--- src/rtl/dacCorePkg.sv ---
package dacCorePkg;
  parameter int NCH        = 8;
  parameter int DW         = 16;
  parameter int CMD_W      = 4;
  parameter int ADDR_W     = 4;
  parameter int DC_BITS    = 4;
  parameter int FEAT_BITS  = 4;
  localparam int PAYLOAD_W  = CMD_W + ADDR_W + DW;
  localparam int FRAME_BITS = DC_BITS + PAYLOAD_W + FEAT_BITS;
  localparam int PWR_LSB    = NCH;
  localparam logic [ADDR_W-1:0] ADDR_ALL = '1;

  typedef enum logic [CMD_W-1:0] {
    CMD_LOAD         = 4'd0,
    CMD_UPDATE       = 4'd1,
    CMD_LOAD_UPD_ALL = 4'd2,
    CMD_LOAD_UPD     = 4'd3,
    CMD_POWER        = 4'd4,
    CMD_CLRCODE      = 4'd5,
    CMD_MASK         = 4'd6,
    CMD_RESET        = 4'd7,
    CMD_REF          = 4'd8
  } cmd_e;

  typedef struct packed {
    logic [NCH-1:0] chSel;
    logic [DW-1:0]  data;
    logic           load;
    logic           update;
    logic           updateAll;
    logic           setPwr;
    logic           setClr;
    logic           setMask;
    logic           softReset;
    logic           setRef;
  } ctrlStrobe_t;
endpackage

--- src/rtl/dacSerialCtrl.sv ---
module dacSerialCtrl
  import dacCorePkg::*;
(
  input  logic        clk,
  input  logic        rstN,
  input  logic        sclk,
  input  logic        syncN,
  input  logic        sdin,
  output ctrlStrobe_t strobe
);
  localparam int CNT_W = $clog2(FRAME_BITS + 1);
  localparam logic [CNT_W-1:0] LAST_BIT  = CNT_W'(FRAME_BITS - 1);
  localparam logic [CNT_W-1:0] KEEP_LO   = CNT_W'(DC_BITS);
  localparam logic [CNT_W-1:0] KEEP_HI   = CNT_W'(DC_BITS + PAYLOAD_W);

  logic [2:0] sclkS;
  logic [1:0] syncS, dinS;
  logic [CNT_W-1:0] bitCnt;
  logic [PAYLOAD_W-1:0] payload;
  logic exec;
  logic sclkFall, frameOpen;

  always_ff @(posedge clk or negedge rstN) begin
    if (!rstN) begin
      sclkS <= 3'b000;
      syncS <= 2'b11;
      dinS  <= 2'b00;
    end else begin
      sclkS <= {sclkS[1:0], sclk};
      syncS <= {syncS[0], syncN};
      dinS  <= {dinS[0], sdin};
    end
  end

  assign sclkFall  = sclkS[2] & ~sclkS[1];
  assign frameOpen = ~syncS[1];

  always_ff @(posedge clk or negedge rstN) begin
    if (!rstN) begin
      bitCnt  <= '0;
      payload <= '0;
      exec    <= 1'b0;
    end else begin
      exec <= 1'b0;
      if (!frameOpen) begin
        bitCnt <= '0;
      end else if (sclkFall && bitCnt <= LAST_BIT) begin
        bitCnt <= bitCnt + 1'b1;
        if (bitCnt >= KEEP_LO && bitCnt < KEEP_HI)
          payload <= {payload[PAYLOAD_W-2:0], dinS[1]};
        if (bitCnt == LAST_BIT) exec <= 1'b1;
      end
    end
  end

  logic [CMD_W-1:0]  cmdField;
  logic [ADDR_W-1:0] addrField;
  assign cmdField  = payload[PAYLOAD_W-1 -: CMD_W];
  assign addrField = payload[DW +: ADDR_W];

  always_comb begin
    strobe      = '0;
    strobe.data = payload[DW-1:0];
    for (int i = 0; i < NCH; i++)
      strobe.chSel[i] = (addrField == ADDR_W'(i)) || (addrField == ADDR_ALL);
    if (exec) begin
      case (cmd_e'(cmdField))
        CMD_LOAD:         strobe.load = 1'b1;
        CMD_UPDATE:       strobe.update = 1'b1;
        CMD_LOAD_UPD_ALL: begin strobe.load = 1'b1; strobe.updateAll = 1'b1; end
        CMD_LOAD_UPD:     begin strobe.load = 1'b1; strobe.update = 1'b1; end
        CMD_POWER:        strobe.setPwr = 1'b1;
        CMD_CLRCODE:      strobe.setClr = 1'b1;
        CMD_MASK:         strobe.setMask = 1'b1;
        CMD_RESET:        strobe.softReset = 1'b1;
        CMD_REF:          strobe.setRef = 1'b1;
        default:          strobe.load = 1'b0;
      endcase
    end
  end

  // execution only after the last bit of a full frame
  a_r2_exec_on_last_bit: assert property (@(posedge clk) disable iff (!rstN)
    exec |-> $past(bitCnt) == LAST_BIT);
  // a deasserted frame select clears the bit count
  a_r13_abort_clears_count: assert property (@(posedge clk) disable iff (!rstN)
    !frameOpen |=> bitCnt == '0);
  // channel select is one channel, no channel or all channels
  a_r7_select_shape: assert property (@(posedge clk) disable iff (!rstN)
    ($countones(strobe.chSel) <= 1) || (&strobe.chSel));
endmodule

--- src/rtl/dacRegBank.sv ---
module dacRegBank
  import dacCorePkg::*;
(
  input  logic                clk,
  input  logic                rstN,
  input  logic                ldacN,
  input  logic                clrN,
  input  ctrlStrobe_t         st,
  output logic [NCH*DW-1:0]   dacFlat,
  output logic [NCH*2-1:0]    pwrFlat,
  output logic                refOn
);
  localparam logic [DW-1:0] MID_CODE  = DW'(1) << (DW - 1);
  localparam logic [DW-1:0] FULL_CODE = '1;

  logic [1:0] ldacS;
  logic [2:0] clrS;
  logic [DW-1:0] inReg  [NCH];
  logic [DW-1:0] dacReg [NCH];
  logic [DW-1:0] inNext [NCH];
  logic [1:0]    pwr    [NCH];
  logic [NCH-1:0] mask;
  logic [1:0] clrCode;
  logic [DW-1:0] clearVal;
  logic clrFall, clrActive, ldacLow;

  always_ff @(posedge clk or negedge rstN) begin
    if (!rstN) begin
      ldacS <= 2'b11;
      clrS  <= 3'b111;
    end else begin
      ldacS <= {ldacS[0], ldacN};
      clrS  <= {clrS[1:0], clrN};
    end
  end

  assign ldacLow   = ~ldacS[1];
  assign clrFall   = clrS[2] & ~clrS[1];
  assign clrActive = clrFall && (clrCode != 2'd3);

  always_comb begin
    case (clrCode)
      2'd1:    clearVal = MID_CODE;
      2'd2:    clearVal = FULL_CODE;
      default: clearVal = '0;
    endcase
    for (int i = 0; i < NCH; i++)
      inNext[i] = (st.load && st.chSel[i]) ? st.data : inReg[i];
  end

  always_ff @(posedge clk or negedge rstN) begin
    if (!rstN) begin
      for (int i = 0; i < NCH; i++) begin
        inReg[i] <= '0; dacReg[i] <= '0; pwr[i] <= '0;
      end
      mask <= '0; clrCode <= '0; refOn <= 1'b0;
    end else if (st.softReset) begin
      for (int i = 0; i < NCH; i++) begin
        inReg[i] <= '0; dacReg[i] <= '0; pwr[i] <= '0;
      end
      mask <= '0; clrCode <= '0; refOn <= 1'b0;
    end else begin
      for (int i = 0; i < NCH; i++) begin
        inReg[i] <= inNext[i];
        if (clrActive)
          dacReg[i] <= clearVal;
        else if ((st.update && st.chSel[i]) || st.updateAll || (ldacLow && !mask[i]))
          dacReg[i] <= inNext[i];
        if (st.setPwr && st.data[i])
          pwr[i] <= st.data[PWR_LSB +: 2];
      end
      if (st.setMask) mask    <= st.data[NCH-1:0];
      if (st.setClr)  clrCode <= st.data[1:0];
      if (st.setRef)  refOn   <= st.data[0];
    end
  end

  for (genvar g = 0; g < NCH; g++) begin : gOut
    assign dacFlat[g*DW +: DW] = dacReg[g];
    assign pwrFlat[g*2 +: 2]   = pwr[g];
  end

  // midscale clear code reaches the DAC registers after a clear edge
  a_r10_midscale_clear: assert property (@(posedge clk) disable iff (!rstN)
    $past(clrFall && clrCode == 2'd1 && !st.softReset) |-> dacReg[0] == MID_CODE);
  // a masked channel holds unless a serial update, clear or reset occurs
  a_r9_masked_hold: assert property (@(posedge clk) disable iff (!rstN)
    $past(mask[0] && !clrActive && !st.update && !st.updateAll && !st.softReset)
      |-> $stable(dacReg[0]));
  // the reference flag moves only on its command or a soft reset
  a_r11_ref_source: assert property (@(posedge clk) disable iff (!rstN)
    !$stable(refOn) |-> $past(st.setRef || st.softReset));
  // a power mode moves only on its command or a soft reset
  a_r8_pwr_source: assert property (@(posedge clk) disable iff (!rstN)
    !$stable(pwr[0]) |-> $past(st.setPwr || st.softReset));
endmodule

--- src/rtl/octalDacCore.sv ---
module octalDacCore
  import dacCorePkg::*;
(
  input  logic              clk,
  input  logic              rstN,
  input  logic              sclk,
  input  logic              syncN,
  input  logic              sdin,
  input  logic              ldacN,
  input  logic              clrN,
  output logic [NCH*DW-1:0] dacVal,
  output logic [NCH*2-1:0]  pwrMode,
  output logic              refOn
);
  ctrlStrobe_t strobe;

  dacSerialCtrl u_ctrl (
    .clk(clk), .rstN(rstN), .sclk(sclk), .syncN(syncN), .sdin(sdin),
    .strobe(strobe)
  );

  dacRegBank u_bank (
    .clk(clk), .rstN(rstN), .ldacN(ldacN), .clrN(clrN), .st(strobe),
    .dacFlat(dacVal), .pwrFlat(pwrMode), .refOn(refOn)
  );
endmodule

--- config.mk ---
export PLATFORM = sky130hd
export DESIGN_NAME = octalDacCore
export DESIGN_NICKNAME = d
export VERILOG_FILES = /design/src/rtl/dacCorePkg.sv /design/src/rtl/dacSerialCtrl.sv /design/src/rtl/dacRegBank.sv /design/src/rtl/octalDacCore.sv
export SDC_FILE = /design/constraint.sdc
export NUM_CORES = 1
export LEC_CHECK = 0
export ABC_AREA = 1
export BUFFER_PORTS_ARGS = -buffer_cell sky130_fd_sc_hd__buf_2
export CORE_ASPECT_RATIO = 1.5
export CORE_MARGIN = 2
export CORE_UTILIZATION = 60
export CTS_CLUSTER_DIAMETER = 200
export CTS_CLUSTER_SIZE = 16
export DETAILED_ROUTE_END_ITERATION = 8
export PLACE_DENSITY = 0.85
export SETUP_SLACK_MARGIN = 0.05
export SKIP_LAST_GASP = 1
export SYNTH_ARGS = -nofsm -noshare
export SYNTH_HDL_FRONTEND = slang
export SYNTH_SLANG_ARGS = --single-unit
--- constraint.sdc ---
create_clock -name clk -period 4.7 [get_ports clk]
set_clock_uncertainty 0.05 [all_clocks]
set_input_delay 0.94 -clock clk [delete_from_list [all_inputs] [get_ports clk]]
set_output_delay 0.94 -clock clk [all_outputs]
set_load 0.005 [all_outputs]
Word level (Yosys, flattened, before mapping):

Cells that the tools add are included.
Widths: inputs -> output; s select.

* output and inout port bits: 145
* bits in registers: 326
* logic and storage cells: 213
* input bits: 7

* muxes and demuxes: 56
* reductions and logical operators: 92
* bitwise gates (word level): 6
* add/subtract/negate cells: 1
* $lt $le $gt $ge: 3
* equal/unequal tests: 20

Operators by type and width (count)
* $mux 16: 25
* $mux 128: 2
* $logic_and 1x1->1: 35
* $eq 4x3->1 const B: 8
* $pmux 16 s2: 1
* $logic_or 1x1->1: 24
* $mux 8: 3
* $reduce_bool 2->1: 12
* $reduce_bool 3->1: 8
* $mux 2: 10
* $eq 4x2->1 const B: 4
* $mux 1: 13
* $mux 6: 2
* $eq 4x1->1 const B: 2
* $eq 4x4->1 const B: 2
* $logic_not 1->1: 8
* $logic_not 4->1: 2
* $add 6x1->6 const B: 1
* $eq 6x5->1 const B: 1
* $ge 6x3->1 const B: 1
* $le 6x5->1 const B: 1
* $lt 6x5->1 const B: 1
* $not 1->1: 4
* $reduce_and 3->1: 1
* 6 further kinds: 7

Logic depth before layout (Yosys ltp):

* depth after elaboration: 10
* gate-level depth with buffers: 11
* mapped depth without buffers: 10

Hierarchy:

A second synthesis with hierarchy kept.

* cell total of the unflattened synthesis: 1770
* area, all modules: 15039.4 um2

By module, submodules not included
* dacRegBank: cells each 1556, sequential area each 7213.2 um2, area each 13137.6 um2, instances 1
* dacSerialCtrl: cells each 214, sequential area each 953.4 um2, area each 1901.8 um2, instances 1

Least setup slack after synthesis:

OpenSTA, ideal clock, no wires.

* path kind: reg2reg
* from: register u_bank.clrS[1]
* to: register u_bank.dacReg, in the netlist u_bank.dacFlat[104]
* clock period less this slack: 1.724 ns
* cell stages (with the launch flop): 11
* setup slack: 2.976 ns
* required time: 4.585 ns
* data arrival time: 1.609 ns
* library setup time: 0.065 ns
* path buffers: 2
* cell sequence: dfstp_2 inv_1 nand3_2 buf_4 nand2_1 nor2_1 nand2_1 nor2_2 buf_6 nand2_1 nand2_1

* cells in the longest elaborated chain, start to end: 5
* elaborated cells between the ends (all ways): 6
* classes of those cells: 2 x mux; 2 x bitwise; 2 x reduce/logical

Ends and longest elaborated chain
* from (decl): RTL line dacRegBank.sv:17 `logic [2:0] clrS;`
* from (signal assigned): RTL line dacRegBank.sv:33 `clrS <= {clrS[1:0], clrN};`
* $not 1->1 (*): RTL line dacRegBank.sv:38 `assign clrFall = clrS[2] & ~clrS[1];`
* $and 1x1->1 (*): RTL line dacRegBank.sv:38
* $logic_and 1x1->1 (*): RTL line dacRegBank.sv:39 `assign clrActive = clrFall && (clrCode != 2'd3);`
* $mux 16: RTL line dacRegBank.sv:65 `if (clrActive)`
* $mux 128: RTL line dacRegBank.sv:57 `end else if (st.softReset) begin`
* to (signal, indexed assignment): RTL line dacRegBank.sv:66 `dacReg[i] <= clearVal;`
* to (signal, indexed assignment): RTL line dacRegBank.sv:68 `dacReg[i] <= inNext[i];`
* to (decl): RTL line dacRegBank.sv:19 `logic [DW-1:0] dacReg [NCH];`

Every way passes the cells marked *; elsewhere a longest branch is shown, timed or not.
A chain may end at the register's enable or synchronous reset.

Worst setup path after layout:

* from: register u_bank.clrCode[0]
* to: register u_bank.dacReg, in the netlist u_bank.dacFlat[17]

* cells in the longest elaborated chain, start to end: 4
* elaborated cells between the ends (all ways): 8
* classes of those cells: 3 x eq/ne; 3 x mux; 2 x reduce/logical

Ends and longest elaborated chain
* from (decl): RTL line dacRegBank.sv:23 `logic [1:0] clrCode;`
* from (signal assigned): RTL line dacRegBank.sv:73 `if (st.setClr) clrCode <= st.data[1:0];`
* $eq 2x2->1, or another cell as far along: RTL line dacRegBank.sv:42 `case (clrCode)`
* $pmux 16 s2 / $logic_and 1x1->1 (equally long branches): RTL line dacRegBank.sv:42, dacRegBank.sv:39
* $mux 16: RTL line dacRegBank.sv:65
* $mux 128: RTL line dacRegBank.sv:57

Several ways; a longest one is shown, not always the timed one.

==> flow_summary.ini <==
[run_status]
outcome = completed

[global_routing]
grt_remaining_overflow = 0
busiest_layer = met2
gr-usage-all-layers_pct = 29.2
grt_max_degree = 119
antenna_found_initial = 0
first_global_vias = 11600
gr-usage-met1_pct = 39.4
use_met3_pct = 3.96
grt_pass1_wl_um = 57900
met2_usage_pct = 47.3

[floorplanning]
initial_core_util_pct = 61.3
die_width_um = 130
core-area_mm2 = 0.0231
io_pins = 152
die-area_mm2 = 0.0249
die_y_um = 192
fp-row-count = 68

[logic_synthesis]
ys_warn_count = 0
postSynthCellCount = 1644
yosys.area.top_type_share_pct = 56.3
synth_edf_count = 0
syn_area_per_cell_um2 = 8.63
async_flop_share_pct = 100
synth_seq_cells = 326
synth_flop_cell = dfrtp_1
synthesis.area_mm2 = 0.0142
synth_cell_types = 29
ys_top_cells_by_area = dfrtp_1 56%, nand2_1 16%, nand3_1 9.4%
yosysTopAreaCell = dfrtp_1
synth.yosys.seq_area_share_pct = 57.6
synth_nets = 1655

[flow_run]
drv_cap = 0

[setup_path]
crit_fanout = 62
rr_endpoint = u_bank.dacFlat[17]
r2r_start = u_bank.clrCode[0]
required_ns = 5.11
startpoint_type = flip-flop
critPathKind = reg -> reg
worstRegToRegCells = 10
r2r_slack_ns = 1.81
end_kind = flip-flop
cp.arrival_ns = 3.31

[detailed_routing]
drc = 0
wirelength_um = 35600
vias = 11900
routed_via_density = 5.73
ant_nets = 0
wl_per_cell_um = 17.2
dr.pass1.iters = 6
drt_iter0_drc = 1508

[finish]
synthToLayoutAreaGrowth_pct = 10.2
nets = 1747
layout-drive-gt1-share_pct = 13.7
seqCellArea_mm2 = 0.00817
design_area_mm2 = 0.0156
num-fill-cells = 1845
antennaDiodeCount = 0
final_util_pct = 67.6
multi_input_area_mm2 = 0.00524

[hold_path]
min_path_type = reg -> reg
hold_path_end = u_ctrl.sclkS[1]
min-delay-start = u_ctrl.sclkS[0]
whs_path_depth = 0

[place]
portBuffers = 151
place_area_mm2 = 0.0149
dp_hpwl_um = 22600
gp_congestion = 0.851

[timing]
slew-limit-headroom_pct = 31.2
finalSetupViolations = 0
rsz0062_at_grt = no
finalWorstPathRequiredPeriod_ns = 2.89
drv_slew = 0
fmax_ghz = 0.346
tightest_slew_ns = 1.02
holdWs_ns = 0.300
hold_violations = 0
fin_crit_sh_pct = 61.6
setup_tns_ns = 0

[cts]
cts_setup_buffers = 0
cts.sinks = 326
root_buffer = clkbuf_16
tritoncts = done
cts-htree-levels = 1
clockBufferDepth = 3
cts_hold_buf = 0
clk_latency_ns = 0.53
path_clk_slew_ns = 0.07
cts_resized = 0
numCtsBuffers = 24

[power_and_ir_drop]
vdd_drop_max_v = 0.000370
cellPowerDensity_mw_per_mm2 = 340
p_leak_nw = 8.44
==> metal layers <==
layer	share of wire [%]	wire (µm)
met5	0	0
met1	39	13900
met4	5.1	1800
met2	48	17100
met3	8.1	2880
==> cells in the mapped netlist (2+ instances only) <==
cell type,n
nand4_1,3
buf_6,13
nand2_1,604
o21ai_0,47
a21oi_4,7
nor2_1,36
a21oi_1,147
ha_1,4
nand2_2,13
inv_1,60
buf_1,6
buf_2,32
buf_4,12
nand3_1,267
o22ai_1,6
or2_2,2
dfrtp_1,319
dfstp_2,7
clkbuf_1,36
nor2_2,5
nand2_4,2
nor2_4,9
==> how the worst max path moves through the flow <==
stage,startpoint,endpoint,cells past startpoint
2_1_floorplan,u_bank.clrS[1],u_bank.dacFlat[104],10
3_5_place_dp,u_bank.clrCode[0],u_bank.dacFlat[17],10
4_1_cts,u_bank.clrCode[0],u_bank.dacFlat[17],10
6_report,u_bank.clrCode[0],u_bank.dacFlat[17],10
5_1_grt,u_bank.clrCode[1],u_bank.dacFlat[31],10
3_3_place_gp,u_bank.clrCode[0],u_bank.dacFlat[111],7
==> placed cells by master (no fill, tap or decap), drive strengths merged <==
cell	instances
a211oi	1
a21oi	154
buf	165
clkbuf	43
dfrtp	319
dfstp	7
ha	4
inv	63
nand2	619
nand3	268
nand3b	1
nand4	3
nor2	50
o21ai	49
o22ai	6
or2	2
==> kinds of logic after synthesis <==
group           share of synthesized area [%]
simple gates                             28.4
compound gates                           8.12
fa+ha+maj                               0.353
flops                                    57.6
buf+inv                                  5.57
==> through the flow <==
step / instances / total power, mW / worst slack (ns)
finish: 2069 / 5.32 / 1.81
global route: 2069 / 5.52 / 1.56
CTS: 2069 / 5.36 / 1.87
detailed placement: 2025 / 3.42 / 1.89
global placement: 2025 / 3.40 / 1.97
floorplan: 1644 / 3.21 / 2.98
==> report_power, final <==
part | internal, mW | switching, mW | leakage [nW] | total, mW
combinational | 0.135 | 0.261 | 3.68 | 0.396
sequential | 2.90 | 0.0663 | 4.42 | 2.96
clock | 1.00 | 0.957 | 0.335 | 1.96
==> flip-flops by register name, indices dropped and copies added (netlist names) <==
name            count
u_bank.clrCode      2
u_bank.pwrFlat     16
u_bank.ldacS        2
u_bank.clrS         3
u_ctrl.syncS        2
u_ctrl.exec         1
u_ctrl.dinS         2
u_ctrl.bitCnt       6
u_bank.mask         8
u_bank.refOn        1
u_bank.dacFlat    128
u_ctrl.payload     24
u_bank.inReg      128
u_ctrl.sclkS        3
==> layout make-up <==
cell class	instances	area share [%]
multi-input combinational	1157	33.5
sequential	326	52.2
clock buffer	43	4.43
timing repair buffer	165	5.73
inverter	62	1.50
tap	315	2.52
clock inverter	1	0.0720
==> worst max-delay path: stages, from the launching register on <==
cell and delay [ns]:
dfrtp_1 0.39, ha_1 0.16, inv_1 0.06, nand3_4 0.56, buf_4 0.51, nand2_1 0.11
nor2_1 0.29, nand2_1 0.14, nor2_4 0.33, nand2_1 0.11, nand2_1 0.09
Power figures use the tool's default switching activity.
